===== config.mk =====
export PLATFORM = sky130hd
export DESIGN_NAME = synth_prog_port
export DESIGN_NICKNAME = d
export VERILOG_FILES = /design/src/rtl/synth_prog_pkg.sv /design/src/rtl/sp_sync.sv /design/src/rtl/sp_framer.sv /design/src/rtl/sp_latch_bank.sv /design/src/rtl/synth_prog_port.sv
export SDC_FILE = /design/constraint.sdc
export NUM_CORES = 1
export LEC_CHECK = 0
export ABC_AREA = 1
export BUFFER_PORTS_ARGS = -buffer_cell sky130_fd_sc_hd__buf_4
export CORE_MARGIN = 4
export CORE_UTILIZATION = 40
export CTS_BUF_LIST = sky130_fd_sc_hd__clkbuf_8
export CTS_CLUSTER_DIAMETER = 30
export DETAILED_ROUTE_END_ITERATION = 12
export GPL_ROUTABILITY_DRIVEN = 1
export PLACE_DENSITY = 0.7
export SYNTH_ARGS = -nofsm -noshare
export SYNTH_HDL_FRONTEND = slang
export SYNTH_SLANG_ARGS = --single-unit

===== constraint.sdc =====
create_clock -name clk -period 1.4 [get_ports clk]
set_input_delay 0.14 -clock clk [delete_from_list [all_inputs] [get_ports clk]]
set_output_delay 0.14 -clock clk [all_outputs]
set_load 0.05 [all_outputs]

===== src/rtl/synth_prog_pkg.sv =====
package synth_prog_pkg;

    parameter int R_W     = 15;
    parameter int MODE_W  = 5;
    parameter int A_W     = 7;
    parameter int B_W     = 11;
    parameter int CTRL_W  = 2;
    parameter int PAY_W   = R_W + MODE_W;
    parameter int WORD_W  = PAY_W + CTRL_W;
    parameter int R_MIN   = 3;
    parameter int B_MIN   = 3;
    parameter int LOOPS   = 2;

    // bit positions inside the payload
    parameter int POL_BIT = R_W;
    parameter int LD_BIT  = R_W + 3;
    parameter int FO_BIT  = R_W + 4;

    typedef enum logic [1:0] {
        ST_IDLE  = 2'd0,
        ST_SHIFT = 2'd1,
        ST_LOAD  = 2'd2
    } frame_state_e;

    typedef struct packed {
        logic [R_W-1:0] ratio;
        logic           pol;
        logic           ld_sel;
        logic           fo_sel;
    } ref_set_t;

    typedef struct packed {
        logic [A_W-1:0] a_cnt;
        logic [B_W-1:0] b_cnt;
    } fb_set_t;

endpackage


===== src/rtl/sp_sync.sv =====
module sp_sync #(
    parameter int W      = 3,
    parameter int STAGES = 2
) (
    input  logic         clk,
    input  logic         rst_n,
    input  logic [W-1:0] async_i,
    input  logic [W-1:0] rst_val,
    output logic [W-1:0] level_o,
    output logic [W-1:0] rise_o
);

    logic [W-1:0] chain_q [STAGES];
    logic [W-1:0] prev_q;

    generate
        for (genvar s = 0; s < STAGES; s++) begin : g_stage
            if (s == 0) begin : g_first
                always_ff @(posedge clk or negedge rst_n) begin
                    if (!rst_n) chain_q[0] <= rst_val;
                    else        chain_q[0] <= async_i;
                end
            end else begin : g_next
                always_ff @(posedge clk or negedge rst_n) begin
                    if (!rst_n) chain_q[s] <= rst_val;
                    else        chain_q[s] <= chain_q[s-1];
                end
            end
        end
    endgenerate

    always_ff @(posedge clk or negedge rst_n) begin
        if (!rst_n) prev_q <= rst_val;
        else        prev_q <= chain_q[STAGES-1];
    end

    assign level_o = chain_q[STAGES-1];
    assign rise_o  = chain_q[STAGES-1] & ~prev_q;

endmodule


===== src/rtl/sp_framer.sv =====
module sp_framer
    import synth_prog_pkg::*;
(
    input  logic              clk,
    input  logic              rst_n,
    input  logic              en_n_lvl,
    input  logic              en_n_rise,
    input  logic              sclk_rise,
    input  logic              sdata,
    output frame_state_e      state_o,
    output logic              load_stb,
    output logic [WORD_W-1:0] word_o
);

    frame_state_e state_q, state_d;
    logic         shift_en;
    logic [WORD_W-1:0] sr_q;

    // state register
    always_ff @(posedge clk or negedge rst_n) begin
        if (!rst_n) state_q <= ST_IDLE;
        else        state_q <= state_d;
    end

    // transitions
    always_comb begin
        state_d = state_q;
        unique case (state_q)
            ST_IDLE:  if (!en_n_lvl)  state_d = ST_SHIFT;
            ST_SHIFT: if (en_n_rise)  state_d = ST_LOAD;
            ST_LOAD:                  state_d = ST_IDLE;
            default:                  state_d = ST_IDLE;
        endcase
    end

    // outputs
    always_comb begin
        shift_en = 1'b0;
        load_stb = 1'b0;
        unique case (state_q)
            ST_IDLE:  ;
            ST_SHIFT: shift_en = sclk_rise && !en_n_lvl;
            ST_LOAD:  load_stb = 1'b1;
            default:  ;
        endcase
    end

    always_ff @(posedge clk or negedge rst_n) begin
        if (!rst_n)        sr_q <= '0;
        else if (shift_en) sr_q <= {sr_q[WORD_W-2:0], sdata};
    end

    assign state_o = state_q;
    assign word_o  = sr_q;

endmodule


===== src/rtl/sp_latch_bank.sv =====
module sp_latch_bank
    import synth_prog_pkg::*;
(
    input  logic              clk,
    input  logic              rst_n,
    input  logic              load_stb,
    input  logic [WORD_W-1:0] word,
    output ref_set_t          ref_q [LOOPS],
    output fb_set_t           fb_q  [LOOPS]
);

    localparam int LSEL_W = $clog2(LOOPS);

    logic [CTRL_W-1:0] ctrl;
    logic [PAY_W-1:0]  pay;
    logic              is_fb;
    logic [LSEL_W-1:0] loop_sel;
    ref_set_t          ref_new;
    fb_set_t           fb_new;
    logic              ref_ok;
    logic              fb_ok;

    assign ctrl     = word[CTRL_W-1:0];
    assign pay      = word[WORD_W-1:CTRL_W];
    assign is_fb    = ctrl[0];
    // control bit 1 high means loop one, stored at index 0
    assign loop_sel = LSEL_W'(!ctrl[1]);

    always_comb begin
        ref_new.ratio  = pay[R_W-1:0];
        ref_new.pol    = pay[POL_BIT];
        ref_new.ld_sel = pay[LD_BIT];
        ref_new.fo_sel = pay[FO_BIT];
        fb_new.a_cnt   = pay[A_W-1:0];
        fb_new.b_cnt   = pay[A_W+B_W-1:A_W];
    end

    assign ref_ok = (ref_new.ratio >= R_W'(R_MIN));
    assign fb_ok  = (fb_new.b_cnt  >= B_W'(B_MIN));

    generate
        for (genvar i = 0; i < LOOPS; i++) begin : g_loop
            always_ff @(posedge clk or negedge rst_n) begin
                if (!rst_n) begin
                    ref_q[i].ratio  <= R_W'(R_MIN);
                    ref_q[i].pol    <= 1'b1;
                    ref_q[i].ld_sel <= 1'b0;
                    ref_q[i].fo_sel <= 1'b0;
                end else if (load_stb && !is_fb && loop_sel == LSEL_W'(i) && ref_ok) begin
                    ref_q[i] <= ref_new;
                end
            end

            always_ff @(posedge clk or negedge rst_n) begin
                if (!rst_n) begin
                    fb_q[i].a_cnt <= '0;
                    fb_q[i].b_cnt <= B_W'(B_MIN);
                end else if (load_stb && is_fb && loop_sel == LSEL_W'(i) && fb_ok) begin
                    fb_q[i] <= fb_new;
                end
            end
        end
    endgenerate

endmodule


===== src/rtl/synth_prog_port.sv =====
module synth_prog_port
    import synth_prog_pkg::*;
#(
    parameter int SYNC_STAGES = 2
) (
    input  logic           clk,
    input  logic           rst_n,
    input  logic           ser_clk,
    input  logic           ser_data,
    input  logic           ser_en_n,
    output logic [R_W-1:0] rf1_r_div,
    output logic           rf1_pd_pol,
    output logic           rf1_ld_sel,
    output logic           rf1_fo_sel,
    output logic [A_W-1:0] rf1_a_cnt,
    output logic [B_W-1:0] rf1_b_cnt,
    output logic [R_W-1:0] rf2_r_div,
    output logic           rf2_pd_pol,
    output logic           rf2_ld_sel,
    output logic           rf2_fo_sel,
    output logic [A_W-1:0] rf2_a_cnt,
    output logic [B_W-1:0] rf2_b_cnt
);

    localparam int IN_W = 3;

    logic [IN_W-1:0]   in_lvl;
    logic [IN_W-1:0]   in_rise;
    frame_state_e      state;
    logic              load_stb;
    logic [WORD_W-1:0] word;
    ref_set_t          ref_q [LOOPS];
    fb_set_t           fb_q  [LOOPS];

    sp_sync #(.W(IN_W), .STAGES(SYNC_STAGES)) i_sync (
        .clk     (clk),
        .rst_n   (rst_n),
        .async_i ({ser_en_n, ser_data, ser_clk}),
        .rst_val (3'b100),
        .level_o (in_lvl),
        .rise_o  (in_rise)
    );

    sp_framer i_framer (
        .clk       (clk),
        .rst_n     (rst_n),
        .en_n_lvl  (in_lvl[2]),
        .en_n_rise (in_rise[2]),
        .sclk_rise (in_rise[0]),
        .sdata     (in_lvl[1]),
        .state_o   (state),
        .load_stb  (load_stb),
        .word_o    (word)
    );

    sp_latch_bank i_bank (
        .clk      (clk),
        .rst_n    (rst_n),
        .load_stb (load_stb),
        .word     (word),
        .ref_q    (ref_q),
        .fb_q     (fb_q)
    );

    assign rf1_r_div  = ref_q[0].ratio;
    assign rf1_pd_pol = ref_q[0].pol;
    assign rf1_ld_sel = ref_q[0].ld_sel;
    assign rf1_fo_sel = ref_q[0].fo_sel;
    assign rf1_a_cnt  = fb_q[0].a_cnt;
    assign rf1_b_cnt  = fb_q[0].b_cnt;
    assign rf2_r_div  = ref_q[1].ratio;
    assign rf2_pd_pol = ref_q[1].pol;
    assign rf2_ld_sel = ref_q[1].ld_sel;
    assign rf2_fo_sel = ref_q[1].fo_sel;
    assign rf2_a_cnt  = fb_q[1].a_cnt;
    assign rf2_b_cnt  = fb_q[1].b_cnt;

endmodule


Word level (Yosys, flattened, before mapping)
Index checks and enable logic that the tools add are counted.
- register bits after elaboration: 105
- bits of input ports: 5
- word-level logic and storage cells: 46
- $lt $le $gt $ge: 2
- equal/unequal tests: 4
- multiplexer cells: 5
- bitwise gates (word level): 2
- reductions and logical operators: 16
- operator list (cell ; count):
    >= comparator 15 x 2 -> 1 bit, second input constant ; 1
    >= comparator 11 x 2 -> 1 bit, second input constant ; 1
    logical AND 1 bit ; 11
    two-way mux 2 bit ; 2
    inequality test 2 bit, second input constant ; 2
    case mux 2 bit (2 select lines) ; 1
    bitwise AND 3 bit ; 1
    logical NOT 1 bit ; 3
    NOT 3 bit ; 1
    equality test 2 x 1 -> 1 bit, second input constant ; 1
    equality test 2 bit, second input constant ; 1
    logical NOT 2 bit ; 1
    two-way mux 1 bit ; 2
    AND reduction 2 bit ; 1

Depth between registers and ports, before layout
- word-level depth: 5
- gate-level depth with buffers: 10

Worst setup path after synthesis
No wires, ideal clock.
- path type: reg-to-reg
- from: register i_framer.sr_q[0], in the netlist i_framer.word_o[0]
- to: register, netlist name i_bank.ref_q[10]
- arrival: 1.232 ns
- setup slack: 0.048 ns
- stages on the path, launching flop included: 8
- cells stage by stage: dfrtp_1 inv_1 nand3_2 nor2_2 nand2_4 buf_2 nand2_1 nand2_1
- longest elaborated chain between the ends: 4
- RTL lines (element ; RTL line ; text):
    start: declaration ; sp_framer.sv:17 ; logic [WORD_W-1:0] sr_q;
    start signal: assignment ; sp_framer.sv:50 ; else if (shift_en) sr_q <= {sr_q[WORD_W-2:0], sdata};
    logical NOT 1 bit ; sp_latch_bank.sv:49 ; end else if (load_stb && !is_fb && loop_sel == LSEL_W'(i) && ref_ok) begin
    logical AND 1 bit (3 in series) ; sp_latch_bank.sv:49 ;
Every way passes these cells.
A chain may end at the register's enable or synchronous reset.

Worst setup path after layout
- from: register i_framer.sr_q[9], in the netlist i_framer.word_o[9]
- to: register, netlist name i_bank.ref_q[34]
- longest elaborated chain between the ends: 2
- RTL lines (element ; RTL line ; text):
    >= comparator 15 x 2 -> 1 bit ; sp_latch_bank.sv:38 ; assign ref_ok = (ref_new.ratio >= R_W'(R_MIN));
    logical AND 1 bit ; sp_latch_bank.sv:49 ;
Every way passes these cells.

==> results.md <==
- DIE AREA: 12000 µm²
- Status: completed
- Finished Layout Cells: 684
- Clock sinks: 104
- Number of diodes: 0
- Fmax: 732 MHz
- Die height: 109 µm
- Setup TNS: 0 ns
- Max Cap Viol: 0
- Most common cell in the synthesized netlist: nand2_1
- Proportion of layout cells with a drive suffix above 1: 0.303
- DP HPWL: 6780 µm
- Netlist Area Pre-Place: 4110 µm²
- GRT overflow: 0
- Final Hold Fails: 0
- Final Max Tran Viols: 0
- Post-Route WL: 10100 µm
- Ys Warns: 0
- Initial antenna violation count: 0
- Number of buffers created by CTS: 9
- Peak VDD IR: 1.02 mV
- GPL Wtd Cong: 0.798
- Final setup vio count: 0
- Unrepaired setup endpoints after global routing: yes
- # DRC: 0
- Core ar.: 9860 µm²
- FF-to-FF setup slack: 0.03 ns
- Worst Skew: 0.00977 ns
- EDFF count, synth: 0
- First drt pass iteration count: 4
- Routed Antenna Nets: 0
- Placed Cells: 655
- Initial Util: 0.416
- Clk_lat worst skew: 0.36 ns
- Clock Path Buffers: 2
- Leak: 0.00295 µW
- Commonest cells post-synth: nand2_1, dfrtp_1, nand3_1
- FP Rows: 36
- Largest area contributor in the netlist: dfrtp_1
- PwrDens: 2260 nW/µm²
- DR iter-0 viols: 213
- # fillers: 851
- Sequential cell area: 2620 µm²
- Ys flop type: dfrtp_1
- Final Cycle Share: 0.975
- Worst slew pin tran: 0.360 ns
- CTS tree: yes
- Mapped Nets: 441
- Slew HR: 0.760
- First-pass GRT wire length: 15300 µm
- Largest net degree at the start of global routing: 45
- Setup crit end kind: flop
- Reg clk slew, reported paths: 0.10 ns
- Register area share after synthesis: 0.638
- Worst hold slack: 0.219 ns
- Largest cells by area after synthesis: dfrtp_1, nand2_1, nand3_1, dfstp_2, nor2_1
- Setup CP Type: flop to flop
- Via Count: 3328
- Vias in the first global route: 3049
- Total power: 12400 µW
- Critical path arrival: 1.67 ns
- Async SR Flop Fraction: 1.00
- Average size of a mapped cell: 9.42 µm²
- Post-Synthesis Cells: 436
- Nets: 552
- Via-per-instance ratio: 4.87
- Netlist cell types: 19
- Worst Path Max Fanout: 9
- Port bufs: 76
- # H-tree levels: 3
- Synth Register Bits: 104
- Startpoint Class: flop
- Wire per inst: 14.8 µm
- Die Span X: 109 µm
- CP required: 1.70 ns
- Area of the multi-input gates: 1400 µm²
- Gr usage total: 0.166
- Root Buffer: clkbuf_8
- HP Class: primary input to async pin
- Yosys top cell area share: 0.554
- Area Overhead vs Synth: 33.1%
- IO Pins: 77
- Final min period: 1.37 ns
report_power, final:
| group | internal, µW | switching, µW |
|---|---|---|
| combinational | 1680 | 4080 |
| sequential | 4050 | 644 |
| clock | 922 | 990 |
final timing paths:
kind                            cells past startpoint                 to               start
worst max-delay path                                8   i_bank.ref_q[34]  i_framer.word_o[9]
worst min-delay path                                2   i_bank.ref_q[18]               rst_n
worst max register to register                      8   i_bank.ref_q[34]  i_framer.word_o[9]
worst min register to register                      0  i_sync.level_o[1]   i_sync.chain_q[4]
max in group asynchronous                           3     i_bank.fb_q[0]               rst_n
min in group clk                                    0  i_sync.level_o[1]   i_sync.chain_q[4]
cell type report:
class / instances / area share
sequential: 104 / 0.479
clock buffer: 11 / 0.0277
timing repair buffer: 118 / 0.187
tap: 133 / 0.0304
multi-input combinational: 299 / 0.256
inverter: 15 / 0.0103
clock inverter: 4 / 0.00961
what timing repair did:
action,in CTS,in global routing
cloned,0,6
pin swaps,0,10
setup buffers,0,4
endpoints found under the hold margin,27,0
hold buffers,4,0
resized for setup,3,19
setup endpoints to repair,7,72
registers in the layout, indices dropped and copies added, names as in the netlist:
signal and count:
i_bank.fb_q 36, i_sync.level_o 3, i_framer.state_o 2, i_bank.ref_q 36, i_sync.prev_q 2, i_framer.word_o 22
i_sync.chain_q 3
cell usage in the layout (no fill, tap or decap):
cell	Yosys	layout
nor2_2	3	7
nand2_4	2	4
dfrtp_2	0	1
a21oi_1	9	9
dfstp_2	13	13
buf_12	0	6
clkinv_2	0	1
nor2_1	21	16
inv_1	15	15
buf_4	6	105
clkbuf_8	0	11
nand3_1	74	74
and3b_1	1	1
o21ai_0	14	14
dfrtp_1	91	90
inv_6	0	1
nand3_2	1	1
nand2_8	1	4
nor2_4	1	2
dlygate4sd3_1	0	4
nand2_1	168	161
clkbuf_16	0	3
clkinv_4	0	1
bufinv_16	0	1
nand2_2	1	6
cells by family after synthesis:
family	count (synthesis)	share of synthesized area
buffers and inverters	36	0.0478
AND/OR/NAND/NOR	273	0.287
flip-flops	104	0.638
AO/OA/AOI/OAI	23	0.0280
critical path, cell delays in order, from the launching register on:
cell	delay (ns)
dfrtp_2	0.46
nor2_2	0.09
nand2_1	0.07
nor2_2	0.16
nand2_4	0.11
buf_12	0.18
nand2_8	0.10
nand2_1	0.06
nand2_1	0.06
metrics by stage:
step                 util  setup WS (ns)  area, µm²
finish              0.554         0.0343       5470
global route        0.554        -0.0675       5470
CTS                 0.533         0.0221       5260
detailed placement  0.507       0.000832       5000
global placement    0.507         0.0549       5000
floorplan               -         0.0484       4110
metal layers:
layer,wire length (µm),global-route usage,share of wire,up-vias
li1,-,-,-,1613
met2,5030,0.262,0.50,95
met3,654,0.0399,0.065,7
met1,4320,0.230,0.43,1613
met4,79,0.0445,0.0078,0
met5,0,0,0,-
(Power assumes the default switching activity.)
